<file path="src/rtl/epoch_seq_pkg.sv">
package epoch_seq_pkg;

    typedef enum logic [2:0] {
        PH_IDLE    = 3'd0,
        PH_SPAWNED = 3'd1,
        PH_INIT    = 3'd2,
        PH_WORK    = 3'd3,
        PH_WAIT_HF = 3'd4,
        PH_COMMIT  = 3'd5,
        PH_PASS_HF = 3'd6,
        PH_SQUASH  = 3'd7
    } phase_e;

    typedef enum logic [1:0] {
        ORD_NONE   = 2'b00,
        ORD_BEFORE = 2'b01,
        ORD_AFTER  = 2'b10,
        ORD_SAME   = 2'b11
    } order_e;

endpackage

</file>
<file path="src/rtl/epoch_order_cmp.sv">
module epoch_order_cmp
    import epoch_seq_pkg::*;
#(
    parameter int TID_W = 4,
    parameter int SEQ_W = 8
) (
    input  logic [TID_W+SEQ_W-1:0] own_epoch,
    input  logic [TID_W+SEQ_W-1:0] other_epoch,
    output order_e                 result
);
    localparam int EW = TID_W + SEQ_W;

    logic             tid_match;
    logic [SEQ_W-1:0] seq_gap;

    assign tid_match = own_epoch[EW-1:SEQ_W] == other_epoch[EW-1:SEQ_W];
    assign seq_gap   = own_epoch[SEQ_W-1:0] - other_epoch[SEQ_W-1:0];

    // The sign bit of the modular difference decides the order.
    always_comb begin
        if (!tid_match)               result = ORD_NONE;
        else if (seq_gap == '0)       result = ORD_SAME;
        else if (seq_gap[SEQ_W-1])    result = ORD_BEFORE;
        else                          result = ORD_AFTER;
    end

endmodule

</file>
<file path="src/rtl/spawn_timer.sv">
module spawn_timer #(
    parameter int LAT = 10
) (
    input  logic clk,
    input  logic rst_n,
    input  logic start,
    output logic expired
);
    localparam int CW = $clog2(LAT + 1);

    logic [CW-1:0] cnt;

    always_ff @(posedge clk) begin
        if (!rst_n)          cnt <= '0;
        else if (start)      cnt <= CW'(LAT - 1);
        else if (cnt != '0)  cnt <= cnt - 1'b1;
    end

    assign expired = (cnt == '0);

    AST_TIMER_BOUND: assert property (@(posedge clk) disable iff (!rst_n)
        cnt <= CW'(LAT - 1));

endmodule

</file>
<file path="src/rtl/epoch_seq_ctrl.sv">
module epoch_seq_ctrl
    import epoch_seq_pkg::*;
#(
    parameter int TID_W     = 4,
    parameter int SEQ_W     = 8,
    parameter int SPAWN_LAT = 10
) (
    input  logic                   clk,
    input  logic                   rst_n,
    input  logic                   spawn_req,
    input  logic [TID_W+SEQ_W-1:0] spawn_epoch,
    input  logic                   work_done,
    input  logic                   violation,
    input  logic                   squash_in,
    input  logic                   poll,
    input  logic                   exc_req,
    input  logic                   homefree_in,
    input  logic                   commit_done,
    input  logic [TID_W+SEQ_W-1:0] cmp_epoch,
    output logic [2:0]             phase,
    output logic                   squash_req,
    output logic                   commit_req,
    output logic                   homefree_out,
    output logic                   exc_fire,
    output logic [1:0]             order_res
);
    localparam int EW = TID_W + SEQ_W;

    phase_e          state, state_n;
    logic [EW-1:0]   epoch_q;
    logic            viol_pend, exc_pend, hf_held;
    logic            spec_phase, viol_now, timer_start, timer_done;
    order_e          ord;

    assign spec_phase  = (state == PH_SPAWNED) || (state == PH_INIT) ||
                         (state == PH_WORK)    || (state == PH_WAIT_HF);
    assign viol_now    = viol_pend | violation;
    assign timer_start = (state == PH_IDLE) && spawn_req;

    spawn_timer #(.LAT(SPAWN_LAT)) u_timer (
        .clk     (clk),
        .rst_n   (rst_n),
        .start   (timer_start),
        .expired (timer_done)
    );

    epoch_order_cmp #(.TID_W(TID_W), .SEQ_W(SEQ_W)) u_cmp (
        .own_epoch   (epoch_q),
        .other_epoch (cmp_epoch),
        .result      (ord)
    );

    // State register
    always_ff @(posedge clk) begin
        if (!rst_n) state <= PH_IDLE;
        else        state <= state_n;
    end

    // Transitions
    always_comb begin
        state_n = state;
        unique case (state)
            PH_IDLE:    if (spawn_req) state_n = PH_SPAWNED;
            PH_SPAWNED: if (squash_in) state_n = PH_SQUASH;
                        else if (timer_done) state_n = PH_INIT;
            PH_INIT:    if (squash_in) state_n = PH_SQUASH;
                        else state_n = PH_WORK;
            PH_WORK:    if (squash_in) state_n = PH_SQUASH;
                        else if (work_done) state_n = PH_WAIT_HF;
            PH_WAIT_HF: if (squash_in || (poll && viol_now)) state_n = PH_SQUASH;
                        else if (hf_held && !viol_now) state_n = PH_COMMIT;
            PH_COMMIT:  if (commit_done) state_n = PH_PASS_HF;
            PH_PASS_HF: state_n = PH_IDLE;
            PH_SQUASH:  state_n = PH_INIT;
        endcase
    end

    // Pending flags and captured epoch number
    always_ff @(posedge clk) begin
        if (!rst_n) begin
            epoch_q   <= '0;
            viol_pend <= 1'b0;
            exc_pend  <= 1'b0;
            hf_held   <= 1'b0;
        end else begin
            if (timer_start) epoch_q <= spawn_epoch;
            if (state == PH_SQUASH) begin
                viol_pend <= 1'b0;
                exc_pend  <= 1'b0;
            end else if (spec_phase) begin
                if (violation) viol_pend <= 1'b1;
                if (exc_req)   exc_pend  <= 1'b1;
            end else if (exc_fire) begin
                exc_pend <= 1'b0;
            end
            if (state == PH_PASS_HF)                     hf_held <= 1'b0;
            else if (homefree_in && state != PH_IDLE)   hf_held <= 1'b1;
        end
    end

    // Outputs
    always_comb begin
        phase        = state;
        squash_req   = (state == PH_SQUASH);
        commit_req   = (state == PH_COMMIT);
        homefree_out = (state == PH_PASS_HF);
        exc_fire     = (state == PH_COMMIT) && exc_pend;
        order_res    = ord;
    end

    AST_HF_AFTER_DONE: assert property (@(posedge clk) disable iff (!rst_n)
        homefree_out |-> $past(commit_done));
    AST_HF_ONE_CYCLE: assert property (@(posedge clk) disable iff (!rst_n)
        homefree_out |=> !homefree_out);
    AST_COMMIT_HAS_TOKEN: assert property (@(posedge clk) disable iff (!rst_n)
        commit_req |-> hf_held);
    AST_COMMIT_HOLDS: assert property (@(posedge clk) disable iff (!rst_n)
        (commit_req && !commit_done) |=> commit_req);
    AST_SQUASH_RESTART: assert property (@(posedge clk) disable iff (!rst_n)
        squash_req |=> (phase == PH_INIT));
    AST_EXC_GATED: assert property (@(posedge clk) disable iff (!rst_n)
        exc_fire |-> hf_held);
    AST_EXC_PULSE: assert property (@(posedge clk) disable iff (!rst_n)
        exc_fire |=> !exc_fire);

endmodule

</file>
<file path="config.mk">
export PLATFORM = sky130hd
export DESIGN_NAME = epoch_seq_ctrl
export DESIGN_NICKNAME = d
export VERILOG_FILES = /design/src/rtl/epoch_seq_pkg.sv /design/src/rtl/epoch_order_cmp.sv /design/src/rtl/spawn_timer.sv /design/src/rtl/epoch_seq_ctrl.sv
export SDC_FILE = /design/constraint.sdc
export NUM_CORES = 1
export LEC_CHECK = 0
export ABC_CLOCK_PERIOD_IN_PS = 3300
export BUFFER_PORTS_ARGS = -buffer_cell sky130_fd_sc_hd__buf_2
export CAP_MARGIN = 20
export CORE_MARGIN = 2
export CORE_UTILIZATION = 35
export DETAILED_ROUTE_END_ITERATION = 7
export PLACE_DENSITY = 0.57
export SYNTH_ARGS = -nofsm -noshare
export SYNTH_HDL_FRONTEND = slang
export SYNTH_HIERARCHICAL = 1
export SYNTH_SLANG_ARGS = --single-unit
</file>
<file path="constraint.sdc">
create_clock -name clk -period 3.3 [get_ports clk]
set_input_delay 0.495 -clock clk [delete_from_list [all_inputs] [get_ports clk]]
set_output_delay 0.495 -clock clk [all_outputs]
set_load 0.01 [all_outputs]
</file>
# [After elaboration in Yosys (flattened, before gate mapping)]
# Cells that the tools add are included.
[totals] reg_bits=22 latchBits=0 ram_bits=0 mem_bits_ro=0 in_bits=34 out_inout_bits=9 wordCells=66 n_memories=0
[classes] add_sub_neg=2 multipliers=0 div=0 n_lt_le_gt_ge=0 n_eq_ne=14 shifts=0 muxes=18 bitwise=2 n_reduce_logical=23
[op_table] op="$mux 3" n=9
[op_table] op="$pmux 3 s8" n=1
[op_table] op="$eq 3x3->1 const B" n=4
[op_table] op="$logic_not 8->1" n=1
[op_table] op="$mux 4" n=2
[op_table] op="$sub 8x8->8" n=1
[op_table] op="$eq 3x2->1 const B" n=2
[op_table] op="$mux 2" n=3
[op_table] op="$ne 2x2->1 const B" n=3
[op_table] op="$ne 3x3->1 const B" n=2
[op_table] op="$reduce_or 2->1" n=3
[op_table] op="$logic_and 1x1->1" n=5
[op_table] op="$reduce_and 5->1" n=1
[op_table] op="$eq 4x4->1" n=1
[op_table] op="$logic_not 4->1" n=1
[op_table] op="$logic_or 1x1->1" n=4
[op_table] op="$reduce_and 2->1" n=2
[op_table] op="$reduce_bool 2->1" n=2
[op_table] op="$reduce_bool 4->1" n=1
[op_table] op="$sub 4x1->4 const B" n=1
[op_table] op="$eq 3x1->1 const B" n=1
[op_table] op="$logic_not 3->1" n=1
[op_table] op="$mux 1" n=3
[op_table] op="$ne 3x1->1 const B" n=1
[op_table] op="4 further kinds" n=4

# [Depth between registers and ports, before layout]
# Gate-level depths: netlist of the first run.
[logic_depth] word_depth=6 ltp_mapped=7 ltp_nobuf=7

# [By module]
# The synthesis of the first run kept the hierarchy.
[by_module_without_submodules] mod="epoch_seq_ctrl" n_inst=1 cells_each=109 area_per_inst_um2=833.3
[by_module_without_submodules] mod="epoch_order_cmp" n_inst=1 cells_each=54 area_per_inst_um2=390.4
[by_module_without_submodules] mod="spawn_timer" n_inst=1 cells_each=21 area_per_inst_um2=206.4

# [Worst setup path after synthesis of the first run]
# No wires, ideal clock.
[synth_path] path_kind="input port to output port" from="input port cmp_epoch[2]" to="output port order_res[0]" arrival_ns=1.868 required_ns=2.805 setup_slack_ns=0.937 cell_stages=7 n_path_buf=0 path_cell_list="inv_1 -> ha_1 -> a21oi_1 -> nand2_2 -> mux2i_1 -> or4_1 -> o22ai_1"
[synth_between] elab_chain_cells=4 elab_cells_between_ends=5 classes_between="add/sub (1); mux (3); reduce/logical (1)"
[synth_lines] item="start: declaration" line="epoch_seq_ctrl.sv:19" text="input logic [TID_W+SEQ_W-1:0] cmp_epoch,"
[synth_lines] item="$sub 8x8->8 *" line="epoch_order_cmp.sv:17" text="assign seq_gap = own_epoch[SEQ_W-1:0] - other_epoch[SEQ_W-1:0];"
[synth_lines] item="$logic_not 8->1 or $mux 2 (tied branches)" line="epoch_order_cmp.sv:22, epoch_order_cmp.sv:23"
[synth_lines] item="$mux 2 *" line="epoch_order_cmp.sv:22" text="else if (seq_gap == '0) result = ORD_SAME;"
[synth_lines] item="$mux 2 *" line="epoch_order_cmp.sv:21" text="if (!tid_match) result = ORD_NONE;"
[synth_lines] item="end: declaration" line="epoch_seq_ctrl.sv:25" text="output logic [1:0] order_res"
# Mark *: on every way between the ends. The rest lies on a longest branch, timed or not.

# [Final worst setup path of the first run]
[layout_path] from="register epoch_q[2]" to="output port order_res[0]"
[layout_between] elab_chain_cells=4 elab_cells_between_ends=5 classes_between="add/sub (1); mux (3); reduce/logical (1)"
[layout_lines] item="start: declaration" line="epoch_seq_ctrl.sv:30" text="logic [EW-1:0] epoch_q;"
[layout_lines] item="start signal: assignment" line="epoch_seq_ctrl.sv:86" text="if (timer_start) epoch_q <= spawn_epoch;"
[layout_lines] item="$sub 8x8->8 *" line="epoch_order_cmp.sv:17"
[layout_lines] item="$logic_not 8->1 or $mux 2 (tied branches)" line="epoch_order_cmp.sv:22, epoch_order_cmp.sv:23"
[layout_lines] item="$mux 2 *" line="epoch_order_cmp.sv:22"
[layout_lines] item="$mux 2 *" line="epoch_order_cmp.sv:21"
# Marks and branches as above.

==> results of run 1 <==
==> worst max-delay path by stage <==
stage	to	slack, ns	cells after the start
6_report	order_res[0]	0.75	7
5_1_grt	order_res[1]	0.62	7
4_1_cts	order_res[0]	0.75	7
3_5_place_dp	order_res[0]	0.76	9
3_3_place_gp	order_res[0]	0.77	9
2_1_floorplan	order_res[0]	0.94	7
==> layer usage <==
metal | global-route usage | up-vias | wire, um
met5 | 0 | - | 0
met4 | 0.04500 | 0 | 20
met3 | 0.02138 | 2 | 134
met2 | 0.2379 | 22 | 1419
met1 | 0.1960 | 593 | 1468
li1 | - | 730 | -
==> synthesized netlist by cell type (3+ instances only) <==
cell type | count | share of area
nand2_1 | 29 | 0.076
dfxtp_1 | 22 | 0.31
a21oi_1 | 21 | 0.073
inv_1 | 13 | 0.034
ha_1 | 8 | 0.070
nor2_1 | 8 | 0.021
nor2b_1 | 7 | 0.031
o21ai_0 | 7 | 0.024
clkbuf_1 | 6 | 0.016
xnor2_1 | 6 | 0.037
o21a_1 | 5 | 0.026
a211oi_1 | 4 | 0.021
mux2i_1 | 4 | 0.028
and3_1 | 3 | 0.013
nand2b_1 | 3 | 0.013
nor3_1 | 3 | 0.010
or3_1 | 3 | 0.013
==> report_power, final <==
group          switching [mW]  total, mW  leakage, nW  internal (mW)
Combinational           0.303      0.597        0.580          0.294
Sequential              0.117      0.467        0.181          0.350
Clock                  0.0826      0.189       0.0288          0.106
==> critical path, stage by stage (launching register included) <==
cell and delay, ns:
dfxtp_1 0.32, ha_1 0.35, a21oi_1 0.18, nand2_2 0.08, mux2i_1 0.12, or4_1 0.50, o22ai_1 0.11, buf_2 0.15
==> metrics by stage <==
step	area, um2	cells	setup WS [ns]
finish	1728	273	0.7456
global route	1728	273	0.6181
CTS	1728	273	0.7461
detailed placement	1673	269	0.7592
global placement	1673	269	0.7680
floorplan	1430	184	0.9366
==> logic make-up (layout without fill, tap and decap cells) <==
kind of cell	count (synthesis)	after routing	share of synthesized area
muxes	4	4	0.02800
buffers and inverters	21	60	0.05774
and+or+nand+nor	74	74	0.2809
adders and majority gates	8	8	0.06999
AOI/OAI and AO/OA	48	48	0.2126
DFF	22	22	0.3080
xor gates and xnor gates	7	7	0.04287
==> area by class of cell <==
class / instances / share of cell area
clock buffers: 4 / 0.03186
inverters: 14 / 0.03041
multi-input cells: 141 / 0.5250
flip-flops and latches: 22 / 0.2549
well taps: 50 / 0.03621
repair buffers: 42 / 0.1217
==> registers in the layout, indices dropped and copies added (netlist names) <==
signal,flops
hf_held,1
exc_pend,1
epoch_q,12
phase,3
viol_pend,1
u_timer/cnt,4
==> flow_metrics.py, run 1 <==
metrics = {
    "sta": {
        "worst_pin_slew_ns": 0.5585,
        "max_freq_mhz": 391.5,
        "finalSetupTns_ns": 0,
        "whs_ns": 0.4571,
        "fin_skew_ns": 0.003466,
        "final-setup-viol-count": 0,
        "slew_violations": 0,
        "min_period_ns": 2.554,
        "finalHoldViolations": 0,
        "grt_setup_unrepaired": "no",
        "relSlewSlack": 0.6271,
        "period_share": 0.7741,
    },
    "routing": {
        "vias": 1347,
        "ant_nets": 0,
        "routedWlPerCell_um": 11.14,
        "via_per_inst": 4.934,
        "first_pass_iters": 4,
        "drt_iter0_drc": 47,
        "routed_wl_um": 3042,
        "drc": 0,
    },
    "power_and_ir_drop": {
        "finalPower_mw": 1.253,
        "static-leakage-power_nw": 0.7894,
        "power_density_nw_per_um2": 725.2,
        "peakVddDrop_mv": 0.3721,
    },
    "floorplanning": {
        "core_region_area_um2": 3971,
        "fp.dieH_um": 67.92,
        "die-area_um2": 4613,
        "ios": 43,
        "die_w_um": 67.92,
        "start_util": 0.3601,
        "rows": 23,
    },
    "global_route": {
        "overflow": 0,
        "grt_pass1_vias": 1204,
        "antenna_found_initial": 0,
        "grt_max_degree": 20,
        "track_usage": 0.1453,
        "grt_pass1_wl_um": 5202,
    },
    "clock_network": {
        "htreeDepth": 1,
        "clk_latency_ns": 0.26,
        "post_cts.repair.setup_buffers": 0,
        "cts_buffer_depth": 2,
        "cts_tree": "done",
        "cts_resized": 0,
        "clk_pin_slew_ns": 0.08,
        "numCtsBuffers": 3,
        "cts.sinks": 22,
        "cts-hold-fix-buffers": 0,
        "root_buffer": "clkbuf_8",
    },
    "synth": {
        "ys_seq_area_frac": 0.3080,
        "synthCells": 184,
        "synthDistinctLibCells": 43,
        "ys_warn_count": 6,
        "postSynth.asyncResetShare": 0,
        "synth_edf_count": 0,
        "synth_ff_type": "dfxtp_1",
        "syn-num-nets": 226,
        "synth.ff_latch_count": 22,
        "avgSynthCellArea_um2": 7.772,
        "syn_area_um2": 1430,
    },
    "final_layout": {
        "antennaDiodeCount": 0,
        "register_area_um2": 440.4,
        "syn_to_final_growth_pct": 20.82,
        "n_fill_cell": 429,
        "multi_input_comb_area_um2": 907.1,
        "drive_above_1_share": 0.2332,
        "postLayoutCoreUtil": 0.4351,
        "final_common_cell": "buf_2",
        "final_cell_mix": "42 x buf_2, 29 x nand2_1, 22 x dfxtp_1",
        "final_nets": 266,
    },
    "setup_path": {
        "worstPathMaxFanout": 4,
        "reg2reg_to": "phase[1]",
        "worstPathRequired_ns": 2.80,
        "start_kind": "flip-flop",
        "crit_arrival_ns": 2.06,
        "critPathKind": "reg -> out",
        "end_kind": "primary output",
        "reg2reg_depth": 7,
        "r2r_start": "u_timer/cnt[0]",
        "r2r_slack_ns": 1.43,
        "critPathLaunch": "epoch_q[2]",
    },
    "worst_hold_path": {
        "hold_path.class": "reg -> reg",
        "whs_endpoint": "epoch_q[0]",
        "min_from": "epoch_q[0]",
        "hold_depth": 2,
    },
    "job": {
        "cap_viol_max_count": 0,
    },
    "placement": {
        "place.gp.congestion": 0.7706,
        "port_buffers": 42,
        "dp_hpwl_um": 2362,
    },
    "status": {
        "status": "completed",
    },
}
Power figures use the tool's default switching activity.
==> inputs of run 2 (changes only) <==
Settings changed: ABC_CLOCK_PERIOD_IN_PS 3300 to 2350, PLACE_DENSITY 0.57 to 0.59.
Clock period 3.3 ns to 2.35 ns, I/O delays scaled along.
==> run 2 against run 1 <==
Register-to-register slack worse by 0.95 ns. Sequential power up 31%. Core utilization increased by 4.5 points. Final cell count grew 1.5%. Final area grew 10%. Hold slack worse by 0.13 ns. Global-route usage rose by 0.39 points. Non-clock buffer count increased by 5. Wire length is 13% higher. Power rose by 52%. Die area did not move. Via count up 2.7%.
==> flow_metrics.py, run 2 (synthesized netlist as in run 1, its figures left out) <==
metrics = {
    "status": {
        "status": "completed",
    },
    "clock_network": {
        "cts.sinks": 22,
        "clk_latency_ns": 0.25,
        "htreeDepth": 1,
        "cts_buffer_depth": 2,
        "numCtsBuffers": 3,
        "root_buffer": "clkbuf_8",
        "cts_tree": "done",
        "clk_pin_slew_ns": 0.08,
    },
    "final_layout": {
        "antennaDiodeCount": 0,
        "largest-register": "epoch_q",
        "drive_above_1_share": 0.3260,
        "final_cell_mix": "42 x buf_2, 29 x nand2_1, 20 x a21oi_1",
        "final_common_cell": "buf_2",
        "largest_reg_flops": 12,
        "multi_input_comb_area_um2": 1054,
        "n_fill_cell": 389,
        "final_nets": 271,
        "syn_to_final_growth_pct": 33.33,
        "register_area_um2": 449.2,
        "stdcell_count": 277,
    },
    "routing": {
        "routed_wl_um": 3450,
        "drt_iter0_drc": 37,
        "routedWlPerCell_um": 12.45,
        "via_per_inst": 4.993,
        "drc": 0,
        "vias": 1383,
        "ant_nets": 0,
        "first_pass_iters": 4,
    },
    "job": {
        "cap_viol_max_count": 0,
    },
    "floorplanning": {
        "fp.dieH_um": 67.92,
        "start_util": 0.3601,
        "ios": 43,
        "die_w_um": 67.92,
        "core_region_area_um2": 3971,
        "rows": 23,
        "die-area_um2": 4613,
    },
    "global_route": {
        "track_usage": 0.1491,
        "overflow": 0,
        "grt_pass1_wl_um": 5333,
        "grt_pass1_vias": 1158,
        "antenna_found_initial": 0,
        "grt_max_degree": 18,
    },
    "setup_path": {
        "critPathKind": "reg -> out",
        "r2r_start": "u_timer/cnt[1]",
        "worstPathMaxFanout": 3,
        "end_kind": "primary output",
        "crit_arrival_ns": 1.93,
        "start_kind": "flip-flop",
        "critPathLaunch": "epoch_q[1]",
        "worstPathRequired_ns": 2.00,
    },
    "placement": {
        "place_inst": 272,
        "port_buffers": 42,
        "place.gp.congestion": 0.7462,
        "place_ws_ns": 0.06727,
        "dp_hpwl_um": 2436,
    },
    "worst_hold_path": {
        "min_from": "spawn_epoch[7]",
        "hold_path.class": "in -> reg",
    },
    "sta": {
        "finalSetupTns_ns": 0,
        "final-setup-viol-count": 0,
        "fin_skew_ns": 0.002349,
        "min_period_ns": 2.279,
        "setup_ws_ns": 0.07074,
        "relSlewSlack": 0.7468,
        "finalHoldViolations": 0,
        "grt_setup_unrepaired": "yes",
        "period_share": 0.9699,
        "whs_ns": 0.3295,
        "slew_violations": 0,
        "worst_pin_slew_ns": 0.3702,
        "max_freq_mhz": 438.7,
    },
    "power_and_ir_drop": {
        "peakVddDrop_mv": 0.7172,
        "finalPower_mw": 1.911,
        "power_density_nw_per_um2": 1002,
        "static-leakage-power_nw": 0.8302,
    },
}
run 2: worst max-delay path: stages (launching register included):
cell       delay [ns]
dfxtp_2          0.34
ha_4             0.18
nand2b_4         0.15
xnor2_2          0.14
o2111ai_1        0.10
or4_1            0.49
o22ai_1          0.13
buf_2            0.15
run 2: where the power goes:
| part | total, mW | internal [mW] | leakage (nW) | switching (mW) |
|---|---|---|---|---|
| combinational | 1.07 | 0.524 | 0.625 | 0.547 |
| clock | 0.228 | 0.114 | 0.0216 | 0.114 |
| sequential | 0.611 | 0.497 | 0.183 | 0.114 |
run 2: worst paths after layout:
check                       to  slack (ns)  cells after the start
setup reg to reg      phase[1]        0.48                      7
hold reg to reg     epoch_q[0]        0.46                      2
hold / removal      epoch_q[7]        0.33                      3
setup / recovery  order_res[0]        0.07                      7
run 2: routing by layer:
metal  vias to the layer above  GRT usage  share of wire
met5                         -          0              0
met4                         0    0.04500         0.0067
met3                         2    0.01974          0.031
met2                        21     0.2367           0.47
met1                       627     0.2094           0.49
li1                        733          -              -
run 2: final cells by class:
class	instances	area share
timing repair buffer	47	0.1299
sequential	22	0.2356
tap	50	0.03281
multi-input combinational	141	0.5525
clock buffer	3	0.02165
inverter	14	0.02756
run 2: what timing repair did:
| item | 4_1_cts | 5_1_grt |
|---|---|---|
| pin swaps | 0 | 14 |
| gates resized for setup | 6 | 21 |
| hold buffers | 0 | 0 |
| endpoints found under the setup margin | 2 | 2 |
| hold endpoints to repair | 0 | 0 |
| buffers inserted | 0 | 2 |
run 2: metrics by stage:
| stage | utilization | instance area [um2] |
|---|---|---|
| 2_1_floorplan | - | 1430 |
| 3_3_place_gp | 0.4269 | 1695 |
| 3_5_place_dp | 0.4269 | 1695 |
| 4_1_cts | 0.4499 | 1787 |
| 5_1_grt | 0.4802 | 1907 |
| 6_report | 0.4802 | 1907 |
==> inputs of run 3 (changes only) <==
Settings changed: CORE_UTILIZATION 35 to 46, PLACE_DENSITY 0.59 to 0.74, RECOVER_POWER set to 50, SETUP_SLACK_MARGIN set to 0.15.
==> run 3 against run 2 <==
Critical path depth is the same. Count of clock-buffer cells in the layout grew 1. Final area shrank 4.7%. Clock power shrank 8%. Hold slack lost 0.063 ns. Register-to-register slack lost 0.29 ns. Largest power group unchanged. Critical endpoint unchanged. Power shrank 5.5%. Final cell count shrank 6.5%. Via count grew 1.2%. Critical path type unchanged.
==> flow_metrics.py, run 3 (synthesized netlist as in run 1, its figures left out) <==
metrics = {
    "status": {
        "status": "completed",
    },
    "floorplanning": {
        "start_util": 0.4763,
        "core_region_area_um2": 3003,
        "die_w_um": 59.76,
        "ios": 43,
        "die-area_um2": 3571,
        "rows": 20,
        "fp.dieH_um": 59.76,
    },
    "clock_network": {
        "cts.sinks": 22,
        "root_buffer": "clkbuf_4",
        "cts_buffer_depth": 2,
        "clk_latency_ns": 0.31,
        "numCtsBuffers": 3,
        "cts_tree": "done",
        "htreeDepth": 1,
        "clk_pin_slew_ns": 0.12,
    },
    "routing": {
        "first_pass_iters": 4,
        "routed_wl_um": 3185,
        "drc": 0,
        "routedWlPerCell_um": 12.30,
        "routed.top_layer": "met4",
        "via_per_inst": 5.402,
        "wl_met3_um": 88,
        "route.met2.wl_um": 1571,
        "vias": 1399,
        "drt_iter0_drc": 41,
        "ant_nets": 0,
        "wl_met1_um": 1492,
    },
    "setup_path": {
        "end_kind": "primary output",
        "worstSetupEndpoint": "order_res[0]",
        "start_kind": "flip-flop",
        "worstPathMaxFanout": 5,
        "worstPathRequired_ns": 2.00,
        "critPathKind": "reg -> out",
        "reg2reg_depth": 5,
        "crit_arrival_ns": 1.99,
        "r2r_slack_ns": 0.19,
        "r2r_start": "phase[2]",
        "critPathLaunch": "epoch_q[4]",
        "reg2reg_to": "epoch_q[4]",
    },
    "placement": {
        "place_inst": 253,
        "place_ws_ns": 0.08941,
        "port_buffers": 42,
        "dp_hpwl_um": 2309,
        "place.gp.congestion": 0.8559,
    },
    "final_layout": {
        "largest-register": "epoch_q",
        "n_fill_cell": 303,
        "final_nets": 269,
        "antennaDiodeCount": 0,
        "largest_reg_flops": 12,
        "stdcell_count": 259,
        "syn_to_final_growth_pct": 27.03,
        "final_cell_mix": "38 x buf_2, 29 x nand2_1, 20 x a21oi_1",
        "drive_above_1_share": 0.2832,
        "final_common_cell": "buf_2",
    },
    "sta": {
        "slew_violations": 0,
        "relSlewSlack": 0.6364,
        "final-setup-viol-count": 0,
        "setup_ws_ns": 0.002832,
        "max_freq_mhz": 426.0,
        "fin_skew_ns": 0.001754,
        "min_period_ns": 2.347,
        "finalHoldViolations": 0,
        "grt_setup_unrepaired": "yes",
        "period_share": 0.9988,
        "worst_pin_slew_ns": 0.5447,
    },
    "power_and_ir_drop": {
        "power_density_nw_per_um2": 994.1,
        "peakVddDrop_mv": 0.7216,
        "static-leakage-power_nw": 0.7828,
    },
    "worst_hold_path": {
        "hold_path.class": "in -> reg",
        "min_from": "spawn_epoch[2]",
    },
    "global_route": {
        "track_usage": 0.1795,
        "antenna_found_initial": 0,
        "grt_pass1_vias": 1189,
        "overflow": 0,
        "grt_pass1_wl_um": 5030,
        "grt_max_degree": 20,
    },
    "job": {
        "cap_viol_max_count": 0,
    },
}
run 3: layout make-up:
class | instances | area (um2) | area share
clock buffer | 4 | 36.28 | 0.01997
timing repair buffer | 45 | 224.0 | 0.1233
inverter | 14 | 52.55 | 0.02893
tap | 33 | 41.29 | 0.02273
multi-input combinational | 141 | 1013 | 0.5579
sequential | 22 | 449.2 | 0.2472
run 3: critical path, stage by stage, from the launching register on:
cell	delay, ns
dfxtp_2	0.36
ha_4	0.24
o21ai_2	0.15
o21a_1	0.14
mux2i_1	0.07
or4_1	0.47
o22ai_1	0.13
buf_2	0.15
run 3: worst min path at each step:
| stage | to | slack, ns | cells after the start |
|---|---|---|---|
| after global placement | epoch_q[0] | 0.45 | 2 |
| after floorplan | epoch_q[0] | 0.44 | 2 |
| after CTS | epoch_q[2] | 0.26 | 3 |
| after detailed placement | epoch_q[5] | 0.45 | 2 |
| after global routing | epoch_q[2] | 0.25 | 3 |
| final | epoch_q[2] | 0.27 | 3 |
run 3: repair_timing:
item                                    4_1_cts  5_1_grt
hold buffers                                  0        0
gates resized for setup                      15        6
endpoints found under the setup margin        2        2
pin swaps                                     7        9
buffers inserted                              0        2
run 3: per-stage QoR:
| stage | total power, mW | util | instance area [um2] | hold WS (ns) | TNS, ns |
|---|---|---|---|---|---|
| 2_1_floorplan | 1.330 | - | 1430 | 0.4363 | 0 |
| 3_3_place_gp | 1.509 | 0.5525 | 1659 | 0.4464 | 0 |
| 6_report | 1.806 | 0.6050 | 1817 | 0.2665 | 0 |
| 5_1_grt | 1.964 | 0.6050 | 1817 | 0.2517 | -0.07236 |
| 4_1_cts | 1.789 | 0.5921 | 1778 | 0.2603 | -0.006716 |
| 3_5_place_dp | 1.519 | 0.5525 | 1659 | 0.4529 | 0 |
run 3: per-layer routing:
metal	global-route usage	vias to the layer above
met5	0	-
met4	0.04762	0
li1	-	733
met1	0.2394	638
met2	0.3043	24
met3	0.02165	4
run 3: power breakdown:
part | switching (mW) | total [mW] | internal (mW) | leakage, nW
logic | 0.475 | 0.942 | 0.467 | 0.579
registers | 0.158 | 0.654 | 0.496 | 0.183
clock network | 0.115 | 0.210 | 0.0946 | 0.0210
total | 0.748 | 1.81 | 1.06 | 0.783
